File: src/rtl/rtc_stat_pkg.sv
package rtc_stat_pkg;
   localparam int REG_W      = 8;
   localparam int NUM_FLAGS  = 3;
   // bit positions that the serial front end decodes
   localparam int POS_THR    = 7;
   localparam int POS_LOWV   = 6;
   localparam int POS_SCR    = 5;
   localparam int POS_HALT   = 4;
   localparam int POS_RSV    = 3;
   localparam logic [REG_W-1:0] DEF_VIEW = 8'h10;
endpackage

File: src/rtl/rtc_sticky_bit.sv
// Sticky status bit: set by an event, cleared by a zero write,
// forced to DEF_VAL by reset or by the default-force input.
module rtc_sticky_bit #(
   parameter bit DEF_VAL  = 1'b0,
   parameter bit SET_WINS = 1'b1
) (
   input  logic clk,
   input  logic rst_n,
   input  logic force_def,
   input  logic set_i,
   input  logic clr_i,
   output logic q
);
   generate
      if (SET_WINS) begin : g_set_pri
         always_ff @(posedge clk or negedge rst_n) begin
            if (!rst_n)         q <= DEF_VAL;
            else if (force_def) q <= DEF_VAL;
            else if (set_i)     q <= 1'b1;
            else if (clr_i)     q <= 1'b0;
         end
      end else begin : g_clr_pri
         always_ff @(posedge clk or negedge rst_n) begin
            if (!rst_n)         q <= DEF_VAL;
            else if (force_def) q <= DEF_VAL;
            else if (clr_i)     q <= 1'b0;
            else if (set_i)     q <= 1'b1;
         end
      end
   endgenerate
endmodule

File: src/rtl/rtc_stat_readback.sv
// Registered read port: loads the view on a read strobe, else holds.
module rtc_stat_readback #(
   parameter int W = 8
) (
   input  logic         clk,
   input  logic         rst_n,
   input  logic         rd_en,
   input  logic [W-1:0] view,
   output logic [W-1:0] rd_data
);
   always_ff @(posedge clk or negedge rst_n) begin
      if (!rst_n)     rd_data <= '0;
      else if (rd_en) rd_data <= view;
   end
endmodule

File: src/rtl/rtc_supply_status.sv
module rtc_supply_status
   import rtc_stat_pkg::*;
#(
   parameter int DATA_W    = REG_W,
   parameter int FLAG_CNT  = NUM_FLAGS,
   parameter bit EVT_WINS  = 1'b1
) (
   input  logic              clk,
   input  logic              rst_n,
   input  logic              wr_en,
   input  logic [DATA_W-1:0] wr_data,
   input  logic              rd_en,
   input  logic              low_supply,
   input  logic              osc_halt,
   input  logic              chip_en,
   input  logic [FLAG_CNT-1:0] flag_evt,
   output logic [DATA_W-1:0] rd_data,
   output logic              mon_enable,
   output logic              thresh_sel
);
   localparam int FLAG_TOP = FLAG_CNT - 1;

   generate
      if (DATA_W != REG_W || FLAG_CNT != NUM_FLAGS || FLAG_TOP >= POS_RSV) begin : g_bad_cfg
         $error("rtc_supply_status: layout needs DATA_W=8 and FLAG_CNT=3");
      end
   endgenerate

   logic halt_evt;
   logic thr_q, scr_q, lowv_q, halt_q;
   logic [FLAG_CNT-1:0] flag_q;
   logic rsv_zero;
   logic [DATA_W-1:0] view;

   // halt sensing runs only while chip enable is low
   assign halt_evt = osc_halt & ~chip_en;

   // plain writable bits
   always_ff @(posedge clk or negedge rst_n) begin
      if (!rst_n) begin
         thr_q <= DEF_VIEW[POS_THR];
         scr_q <= DEF_VIEW[POS_SCR];
      end else if (halt_evt) begin
         thr_q <= DEF_VIEW[POS_THR];
         scr_q <= DEF_VIEW[POS_SCR];
      end else if (wr_en) begin
         thr_q <= wr_data[POS_THR];
         scr_q <= wr_data[POS_SCR];
      end
   end

   rtc_sticky_bit #(.DEF_VAL(DEF_VIEW[POS_LOWV]), .SET_WINS(EVT_WINS)) u_lowv (
      .clk       (clk),
      .rst_n     (rst_n),
      .force_def (halt_evt),
      .set_i     (low_supply & ~lowv_q),
      .clr_i     (wr_en & ~wr_data[POS_LOWV]),
      .q         (lowv_q)
   );

   rtc_sticky_bit #(.DEF_VAL(DEF_VIEW[POS_HALT]), .SET_WINS(1'b1)) u_halt (
      .clk       (clk),
      .rst_n     (rst_n),
      .force_def (1'b0),
      .set_i     (halt_evt),
      .clr_i     (wr_en & ~wr_data[POS_HALT]),
      .q         (halt_q)
   );

   generate
      for (genvar i = 0; i < FLAG_CNT; i++) begin : g_flag
         rtc_sticky_bit #(.DEF_VAL(DEF_VIEW[i]), .SET_WINS(EVT_WINS)) u_flag (
            .clk       (clk),
            .rst_n     (rst_n),
            .force_def (halt_evt),
            .set_i     (flag_evt[i]),
            .clr_i     (wr_en & ~wr_data[i]),
            .q         (flag_q[i])
         );
      end
   endgenerate

   // reserved position: written value is discarded, reads as zero
   assign rsv_zero = 1'b0 & wr_data[POS_RSV];

   always_comb begin
      view           = '0;
      view[POS_THR]  = thr_q;
      view[POS_LOWV] = lowv_q;
      view[POS_SCR]  = scr_q;
      view[POS_HALT] = halt_q;
      view[POS_RSV]  = rsv_zero;
      view[FLAG_TOP:0] = flag_q;
   end

   rtc_stat_readback #(.W(DATA_W)) u_rd (
      .clk     (clk),
      .rst_n   (rst_n),
      .rd_en   (rd_en),
      .view    (view),
      .rd_data (rd_data)
   );

   assign mon_enable = ~lowv_q;
   assign thresh_sel = thr_q;
endmodule

File: config.mk
export PLATFORM = sky130hd
export DESIGN_NAME = rtc_supply_status
export DESIGN_NICKNAME = d
export VERILOG_FILES = /design/src/rtl/rtc_stat_pkg.sv /design/src/rtl/rtc_sticky_bit.sv /design/src/rtl/rtc_stat_readback.sv /design/src/rtl/rtc_supply_status.sv
export SDC_FILE = /design/constraint.sdc
export NUM_CORES = 1
export LEC_CHECK = 0
export BUFFER_PORTS_ARGS = -buffer_cell sky130_fd_sc_hd__buf_2
export CAP_MARGIN = 20
export CORE_UTILIZATION = 39
export DETAILED_ROUTE_END_ITERATION = 8
export PLACE_DENSITY = 0.71
export SYNTH_ARGS = -nofsm -noshare
export SYNTH_HDL_FRONTEND = slang
export SYNTH_SLANG_ARGS = --single-unit
File: constraint.sdc
create_clock -name clk -period 0.8 [get_ports clk]
set_input_delay 0.04 -clock clk [delete_from_list [all_inputs] [get_ports clk]]
set_output_delay 0.04 -clock clk [all_outputs]
set_load 0.02 [all_outputs]
# --- Word-level counts from Yosys, hierarchy flattened ---
# Index checks and enable logic that the tools add are counted.
word_totals:
  regBits: 14
  out_inout_bits: 10
  in_bits: 18
classes:
  n_reduce_logical: 6
  mux: 18
  bitwise: 14
op_table:
  columns: ["operator", "n"]
  rows:
  - ["1-bit 2-to-1 mux", 18]
  - ["3-bit nonzero test", 4]
  - ["1-bit AND", 7]
  - ["1-bit inverter", 7]
  - ["2-bit nonzero test", 2]

# --- Depth between registers and ports, before layout ---
# Gate-level depths: netlist of run 1.
depth:
  depth_word: 5
  mapped_depth: 3

# --- Cells and area by module ---
# Synthesis of run 1 repeated with hierarchy kept, for this count alone.
unflattened:
  cells_unflattened: 52
  hier_area_um2: 674.4
modules_own_cells:
  columns: ["mod", "area_per_inst_um2", "cells_per_inst", "instances"]
  rows:
  - ["rtc_stat_readback", 331.6, 17, 1]
  - ["rtc_sticky_bit (g_flag[0].u_flag ...)", 43.8, 4, 4]
  - ["rtc_supply_status", 128.9, 15, 1]
  - ["rtc_sticky_bit (u_halt)", 38.8, 4, 1]

# --- Least setup slack after synthesis of run 1 ---
# No wires, ideal clock.
synth_timing:
  kind: "reg-to-reg"
  startpoint: "register thr_q (netlist: thresh_sel)"
  endpoint: "register u_rd.rd_data[7]"
  slack_ps: -40
  n_path_buf: 0
  path_stages_with_launch: 2
  required_time_ps: 675
  arrival_ps: 715
  path_cell_list: "dfrtp_1 mux2_2"
synth_lines:
  columns: ["element", "line", "source"]
  rows:
  - ["from (decl)", "rtc_supply_status.sv:30", "logic thr_q, scr_q, lowv_q, halt_q;"]
  - ["from (signal assigned)", "rtc_supply_status.sv:41", "thr_q <= DEF_VIEW[POS_THR];"]
  - ["from (signal assigned)", "rtc_supply_status.sv:44", "thr_q <= DEF_VIEW[POS_THR];"]
  - ["from (signal assigned)", "rtc_supply_status.sv:47", "thr_q <= wr_data[POS_THR];"]
  - ["to (signal assigned)", "rtc_stat_readback.sv:13", "else if (rd_en) rd_data <= view;"]
  - ["to (decl)", "rtc_stat_readback.sv:9", "output logic [W-1:0] rd_data"]
# No word-level cell between the ends.

# --- Worst setup path in the final report of run 1 ---
layout_timing:
  startpoint: "register u_lowv.q"
  endpoint: "register u_rd.rd_data[6]"
layout_lines:
  columns: ["element", "line", "source"]
  rows:
  - ["from (decl)", "rtc_sticky_bit.sv:12", "output logic q"]
  - ["from (signal assigned)", "rtc_sticky_bit.sv:17", "if (!rst_n) q <= DEF_VAL;"]
  - ["from (signal assigned)", "rtc_sticky_bit.sv:18", "else if (force_def) q <= DEF_VAL;"]
  - ["from (signal assigned)", "rtc_sticky_bit.sv:19", "else if (set_i) q <= 1'b1;"]
# No word-level cell between the ends.

==> run metrics, run 1 <==
status complete, but fails checks; violated checks negative setup slack; minimum clock period ~0.88 ns; number of global-route vias before repair approximately 400; filler cell count about 120; Core ar. roughly 1400 µm²; first-pass GRT wire length 1780 µm; Final Cycle Share 1.10; met2 GRT Util 0.206; sequential share of the synthesized area 0.576; Reg2Reg Setup Slack -0.08 ns; Root Driver clkbuf_4; met1 usage in global routing 0.180; num rows 13; clock slew at reported path FFs approximately 0.09 ns; Inserted Clock Buffers 3; max-cap violations 0; setup TNS -0.634 ns; Setup Skew 0.00795 ns; Syn-to-layout area delta 38.9%; final worst setup slack -0.0785 ns; FMAX around 1100 MHz; antenna cells 0; initial drt markers 1; total track usage 0.141; LEAKAGE ~0.00042 µW; Clock Sinks 14; CTS tree yes; startpoint class of the critical path register; Layout Nets 93; hpwl dp about 800 µm; Die ar. 1730 µm²; routed vias/inst about 4.8; H-tree depth 1; M3 GR Usage 0.0391; Post-Route WL roughly 1100 µm; I/O pin cnt 28; Initial Util 0.442; cell area power density slightly above 2000 nW/µm²; fraction of layout cells with a size suffix above 1 0.649; RePlAce Congestion around 0.7; IO buf count 25; largest net degree at the start of global routing 15; detailed-router iteration count before antenna repair 2; Synth area leaders dfrtp_1 (53%), mux2_4 (9.8%), mux2_2 (5.5%); Avg Cell Area, Syn roughly 14 µm²; Synthesis Warnings 0; Max Transition Viols Final 0; Worst VDD drop ~0.0011 V; DR WL/cell ~13 µm; Finish-stage setup viols 11; GRT busiest layer met2; RSZ-0062 raised after global routing yes; CP Class reg -> reg; ANT nets after route 0; post-synthesis register bit count 14; Critical Path AT 1.05 ns; die height roughly 42 µm; gr ovfl total 0; cell area after synthesis roughly 600 µm²; Die Wd around 42 µm; total number of vias about 430; HP Class in -> reg; share of the synthesized area in the top cell type 0.533; initial antenna violation count 0; Fin. Hold Viols 0; total power around 1700 µW; post-synth net total 63; Remaining DRCs 0; CP Capture Type register; CP Max Fanout 3; CP required 0.97 ns; Synth area leader dfrtp_1; Synth cell types 16; CTS max path bufs 2; clk_lat worst skew approximately 0.27 ns; Post-Synthesis Cells 45
==> state kept, by name, summed over array words and instances, names as in the netlist <==
register         flops
u_halt.q             1
u_lowv.q             1
u_rd.rd_data         7
scr_q                1
thresh_sel           1
g_flag.u_flag.q      3
==> critical path: stages, from the launching register on <==
cell,delay (ns)
dfrtp_1,0.38
buf_4,0.14
mux2_4,0.25
==> what timing repair did <==
item                                   4_1_cts  5_1_grt
pin swaps                                    1        0
hold buffers                                 1        1
buffers inserted                             1        0
setup endpoints to repair                    9       14
endpoints found under the hold margin       14        1
gates resized for setup                     18        1
==> cell type report <==
type                    instances  area (µm²)  share of cell area
clock buffers                   4        26.3              0.0310
multi-input cells              26         225               0.265
inverters                       2        7.51             0.00885
repair buffers                 28         209               0.246
well taps                      15        18.8              0.0221
flip-flops and latches         14         362               0.426
==> where the power goes <==
part | internal [µW] | total, µW | leakage [µW] | switching (µW)
Sequential | 813 | 871 | 0.000158 | 58.3
Combinational | 263 | 460 | 0.000243 | 197
Clock | 193 | 409 | 0.0000150 | 216
Total | 1270 | 1740 | 0.000416 | 471
==> cells by family (layout without fill, tap and decap cells) <==
family / count (synthesis) / count (layout) / synth area share
AOI/OAI and AO/OA: 2 / 2 / 0.0389
and+or+nand+nor: 14 / 14 / 0.131
other: 1 / 1 / 0.00614
buffers and inverters: 5 / 34 / 0.0615
muxes: 9 / 9 / 0.186
DFF: 14 / 14 / 0.576
==> cells in the final DEF, fill, tap and decap left out <==
cell / n
nor2_1: 6
a21o_2: 1
buf_6: 9
mux2_2: 2
mux2i_1: 2
dfrtp_2: 8
nand2b_1: 1
buf_2: 16
nor3_1: 3
mux2_4: 5
clkbuf_4: 3
a311oi_2: 1
clkbuf_1: 1
dlygate4sd3_1: 2
inv_1: 2
nor3b_1: 3
buf_4: 1
dfrtp_1: 5
dfstp_2: 1
conb_1: 1
nor2b_4: 1
==> per-layer routing <==
layer  part of all wire  vias up
met5                  0        -
met1               0.43      205
met2               0.52       14
met3              0.038        2
met4             0.0088        0
li1                   -      205
==> synthesized netlist by cell type <==
cell and n:
dfrtp_1 13, inv_1 2, mux2_4 4, a311oi_2 1, nor3b_1 3, nor3_1 3
buf_4 1, buf_6 2, mux2i_1 2, nor2_1 6, conb_1 1, mux2_2 3
dfstp_2 1, nand2b_1 1, a21o_2 1, nor2b_4 1
==> path summary, 6_finish.rpt <==
kind,start,end,cells past startpoint
worst max-delay path,u_lowv.q,u_rd.rd_data[6],2
worst min-delay path,wr_data[7],thresh_sel,3
worst max register to register,u_lowv.q,u_rd.rd_data[6],2
worst min register to register,g_flag[2].u_flag.q,u_rd.rd_data[2],1
max in group asynchronous,rst_n,u_halt.q,2
min in group asynchronous,rst_n,u_rd.rd_data[6],2
==> per-stage QoR <==
stage	instance area, µm²	worst slack (ns)	util	std cells	hold slack (ns)
after floorplan	621	-0.0222	-	45	-0.256
after global placement	734	0.0253	0.531	82	-0.0554
after detailed placement	734	0.00825	0.531	82	-0.0469
after CTS	835	-0.0891	0.604	88	0.000257
after global routing	848	-0.120	0.614	89	0.0260
final	848	-0.0785	0.614	89	0.0191
(Power assumes the default switching activity.)
==> inputs of run 2 (changes only) <==
CORE_UTILIZATION = 41   (was 39)
PLACE_DENSITY = 0.73   (was 0.71)
SYNTH_HIERARCHICAL = 1   (was unset)
==> run 2 against run 1 <==
The run still ends with negative setup slack left. Sequential cell count is 1 higher. Via count is 11% higher. Final cell count is 17% higher. Register-to-register slack hardly changed. Maximum frequency is 1.4% lower. Sequential share of layout area is 3.2 points lower. Count of clock-buffer cells in the layout is 1 lower.
==> run metrics, run 2 <==
status complete, but fails checks; violated checks negative setup slack; routed vias/inst approximately 4.6; most frequent cells after synthesis dfrtp_1 (14), mux2_4 (8), nor2b_1 (7), inv_1 (6); ANT nets after route 0; Final Cycle Share 1.11; max FFs per register 8; final worst setup slack -0.0908 ns; RePlAce Congestion approximately 0.68; antenna cells 0; most numerous cell in the Yosys netlist dfrtp_1; RSZ-0062 raised after global routing yes; CP Class reg -> reg; cell area after synthesis 674 µm²; fraction of layout cells with a size suffix above 1 0.648; num rows 14; Layout Nets 107; Die Wd roughly 43 µm; largest reg by FF count u_rd/rd_data; largest net degree at the start of global routing 16; initial antenna violation count 0; max-cap violations 0; minimum clock period between 0.8 and 0.9 ns; commonest non-fill, non-tap cell in the layout buf_2; Core ar. roughly 1500 µm²; first-pass GRT wire length between 1500 and 2000 µm; clock slew at reported path FFs 0.09 ns; crit path cell chain buf_6 > mux2_4; I/O pin cnt 28; filler cell count approximately 130; Synth area leaders dfrtp_1 (52%), mux2_4 (18%), nor2b_1 (6.5%); Synthesis Warnings 6; CP Max Fanout 3; CP Capture Type register; most frequent cells in the layout buf_2 (16), buf_6 (11), dfrtp_2 (9); Syn-to-layout area delta 46.0%; startpoint class of the critical path register; Remaining DRCs 0; Inserted Clock Buffers 3; Initial Util 0.443; number of flops mapped to enable cells by yosys 0; Avg Cell Area, Syn ~13 µm²; Post-Synthesis Cells 52; Max Transition Viols Final 0; register area about 390 µm²; Synth area leader dfrtp_1; number of global-route vias before repair approximately 460; Finish-stage setup viols 14; Async SR Flop Fraction 1.00; Top FF cell, synth dfrtp_1; Min Hold Slack around 0.011 ns; area taken by multi-input logic gates approximately 280 µm²; Crit-path slowest cell dfrtp_1; FMAX between 1000 and 1500 MHz; Fin. Hold Viols 0; CP required just under 1 ns; Util after Layout 0.646; clk_lat worst skew 0.27 ns; Worst VDD drop approximately 0.00097 V; HP Class in -> reg; die height 42.6 µm; biggest regs u_rd/rd_data (8), g_flag.u_flag/q (3); LEAKAGE ~0.00050 µW; Post-Route WL between 1000 and 1500 µm; Place WS 0.00846 ns; Clock Sinks 15; Setup Skew around 0.0017 ns; sequential share of the synthesized area 0.558; Critical Path AT about 1.1 ns; total track usage 0.148; detailed-router iteration count before antenna repair 3; Root Driver clkbuf_4; DR WL/cell approximately 12 µm; Die ar. about 1800 µm²; initial drt markers 4; cell area power density about 1900 nW/µm²; Synth cell types 12; H-tree depth 1; gr ovfl total 0; hpwl dp ~860 µm; CTS max path bufs 2; post-synthesis register bit count 15; share of the synthesized area in the top cell type 0.519; IO buf count 26; total number of vias 474; CTS tree yes; Worst path max stage delay slightly above 0.4 ns
run 2: metrics by stage:
step	std cells	power (µW)	instance area, µm²	TNS (ns)
floorplan	53	1180	689	-0.178
finish	104	1870	985	-0.856
detailed placement	95	1330	836	0
CTS	104	1880	973	-0.998
global placement	95	1310	836	0
global route	104	1970	985	-1.28
run 2: worst paths after layout:
kind	startpoint	end	slack, ns	cells after the start
hold / removal	wr_data[5]	scr_q	0.01	3
setup reg to reg	u_lowv/q	u_rd/rd_data[6]	-0.09	2
setup / recovery	u_lowv/q	u_rd/rd_data[6]	-0.09	2
hold reg to reg	u_halt/q	u_halt/q	0.47	2
max in group asynchronous	rst_n	u_halt/q	0.32	2
min in group asynchronous	rst_n	u_lowv/q	0.18	2
run 2: worst max-delay path: cells and delay by family (launching register included):
| family | cells | cell delay, ns |
|---|---|---|
| DFF | 1 | 0.41 |
| muxes | 1 | 0.24 |
| buffers and inverters | 1 | 0.13 |
run 2: power by group:
part / total (µW) / switching [µW] / internal (µW)
logic: 522 / 218 / 304
clock network: 421 / 236 / 185
registers: 926 / 67.2 / 859
total: 1870 / 521 / 1350
run 2: final cells by class:
type / instances / area share
clock buffers: 3 / 0.0229
clock inverters: 1 / 0.00508
inverters: 6 / 0.0229
multi-input cells: 31 / 0.280
flip-flops and latches: 15 / 0.394
well taps: 16 / 0.0203
repair buffers: 32 / 0.255
run 2: kinds of logic after synthesis:
group           count (synthesis)  share of synthesized area
simple gates                   14                      0.119
compound gates                  5                     0.0594
other cells                     1                    0.00556
flops                          15                      0.558
mux                            10                      0.208
buf+inv                         7                     0.0501
run 2: metal layers:
layer,share of wire,vias to the layer above,global-route usage
li1,-,234,-
met1,0.40,225,0.182
met5,0,-,0
met3,0.021,2,0.0129
met2,0.56,13,0.246
met4,0.016,0,0.0938
run 2: timing repair:
action,CTS,global route
endpoints found under the setup margin,11,20
gates resized for setup,20,5
pin swaps,0,1
setup buffers,1,0
hold buffers,4,0
hold endpoints to repair,18,0
==> inputs of run 3 (changes only) <==
CELL_PAD_IN_SITES_DETAIL_PLACEMENT = 1   (was unset)
CELL_PAD_IN_SITES_GLOBAL_PLACEMENT = 2   (was unset)
CORE_UTILIZATION = 25   (was 41)
PLACE_DENSITY = unset   (was 0.73)
PLACE_DENSITY_LB_ADDON = 0.1   (was unset)
==> run 3 against run 2 <==
The flow still finishes with violations (negative setup slack). Utilization decreased by 25 points. Sequential power decreased by 0.4%. Total power decreased by 1.1%. Setup slack improved by 0.0018 ns. Wire length increased by 6.2%. Hold slack improved by 0.0095 ns. Design area increased by 0.51%. Sequential cell count unchanged. Final cell count increased by 13%. Largest cell class unchanged. Count of clock-buffer cells in the layout increased by 1.
==> run metrics, run 3 (synthesis results as in run 2) <==
setup TNS -0.802 ns; H-tree depth 1; IO buf count 26; Fin. Hold Viols 0; cell area power density ~1900 nW/µm²; I/O pin cnt 28; CP Capture Type register; largest net degree at the start of global routing 16; Initial Util 0.267; clk_lat worst skew 0.27 ns; ANT nets after route 0; Syn-to-layout area delta 46.8%; fraction of layout cells with a size suffix above 1 0.602; final worst setup slack -0.0890 ns; Post-Route WL 1310 µm; CP Max Fanout 3; CTS tree yes; max FFs per register 8; Die ar. slightly below 3000 µm²; max-cap violations 0; initial antenna violation count 0; largest reg by FF count u_rd/rd_data; Clock Sinks 15; Die Wd 53.9 µm; detailed-router iteration count before antenna repair 1; DR WL/cell 11.1 µm; Critical Path AT 1.05 ns; number of global-route vias before repair 486; status complete, but fails checks; die height about 54 µm; num rows 18; total power around 1800 µW; initial drt markers 0; CP required approximately 0.97 ns; Min Hold Slack 0.0210 ns; violated checks negative setup slack; Layout Nets 107; Inserted Clock Buffers 3; FMAX 1120 MHz; total number of vias between 400 and 500; Max Transition Viols Final 0; minimum clock period slightly below 0.9 ns; most frequent cells in the layout buf_2 (16), buf_6 (10), dfrtp_2 (9); commonest non-fill, non-tap cell in the layout buf_2; CTS max path bufs 2; LEAKAGE slightly below 0.0005 µW; HP Class in -> reg; Remaining DRCs 0; Setup Skew 0.000189 ns; CP Class reg -> reg; antenna cells 0; biggest regs u_rd/rd_data (8), g_flag.u_flag/q (3); Worst VDD drop around 0.00071 V; Core ar. 2520 µm²; Root Driver clkbuf_4; Finish-stage setup viols 12; RePlAce Congestion just over 0.6; Final Cycle Share 1.11; startpoint class of the critical path register; gr ovfl total 0; clock slew at reported path FFs around 0.09 ns; total track usage 0.105; RSZ-0062 raised after global routing yes; routed vias/inst between 4 and 5; Place WS around 0.018 ns; first-pass GRT wire length between 2000 and 2500 µm
-- run 3: worst max-delay path, cell delays in order, from the launching register on --
cell,delay (ns)
dfrtp_1,0.39
buf_4,0.14
mux2_4,0.24
-- run 3: final cells by class --
cell class	count	area (µm²)
fill	290	1530
sequential	15	388
multi-input combinational	31	268
timing repair buffer	32	248
tap	30	37.5
clock buffer	4	26.3
inverter	6	22.5
-- run 3: per-layer routing --
metal / up-vias / share of wire / global-route usage
li1: 233 / - / -
met3: 0 / 0.058 / 0.0339
met5: - / 0 / 0
met4: 0 / 0 / 0.0395
met2: 17 / 0.49 / 0.175
met1: 234 / 0.45 / 0.123
-- run 3: path summary, 6_finish.rpt --
kind / slack, ns / from / cells past startpoint / to
max: -0.09 / u_lowv/q / 2 / u_rd/rd_data[6]
min: 0.02 / wr_data[7] / 3 / thresh_sel
max reg2reg: -0.09 / u_lowv/q / 2 / u_rd/rd_data[6]
min reg2reg: 0.48 / u_halt/q / 2 / u_halt/q
max in group asynchronous: 0.32 / rst_n / 2 / u_halt/q
min in group asynchronous: 0.19 / rst_n / 2 / u_rd/rd_data[3]
-- run 3: power by group --
group	internal, µW	switching, µW	total [µW]
clock network	193	229	422
registers	859	62.9	922
logic	294	211	505
-- run 3: through the flow --
| step | util | area [µm²] | cells |
|---|---|---|---|
| after global routing | 0.392 | 990 | 118 |
| after floorplan | - | 689 | 53 |
| after global placement | 0.338 | 853 | 109 |
| after CTS | 0.392 | 990 | 118 |
| final | 0.392 | 990 | 118 |
| after detailed placement | 0.338 | 853 | 109 |
-- run 3: what timing repair did --
action,CTS,global route
hold buffers,4,0
gates resized for setup,20,0
hold endpoints to repair,18,0
setup buffers,1,0
endpoints found under the setup margin,10,19
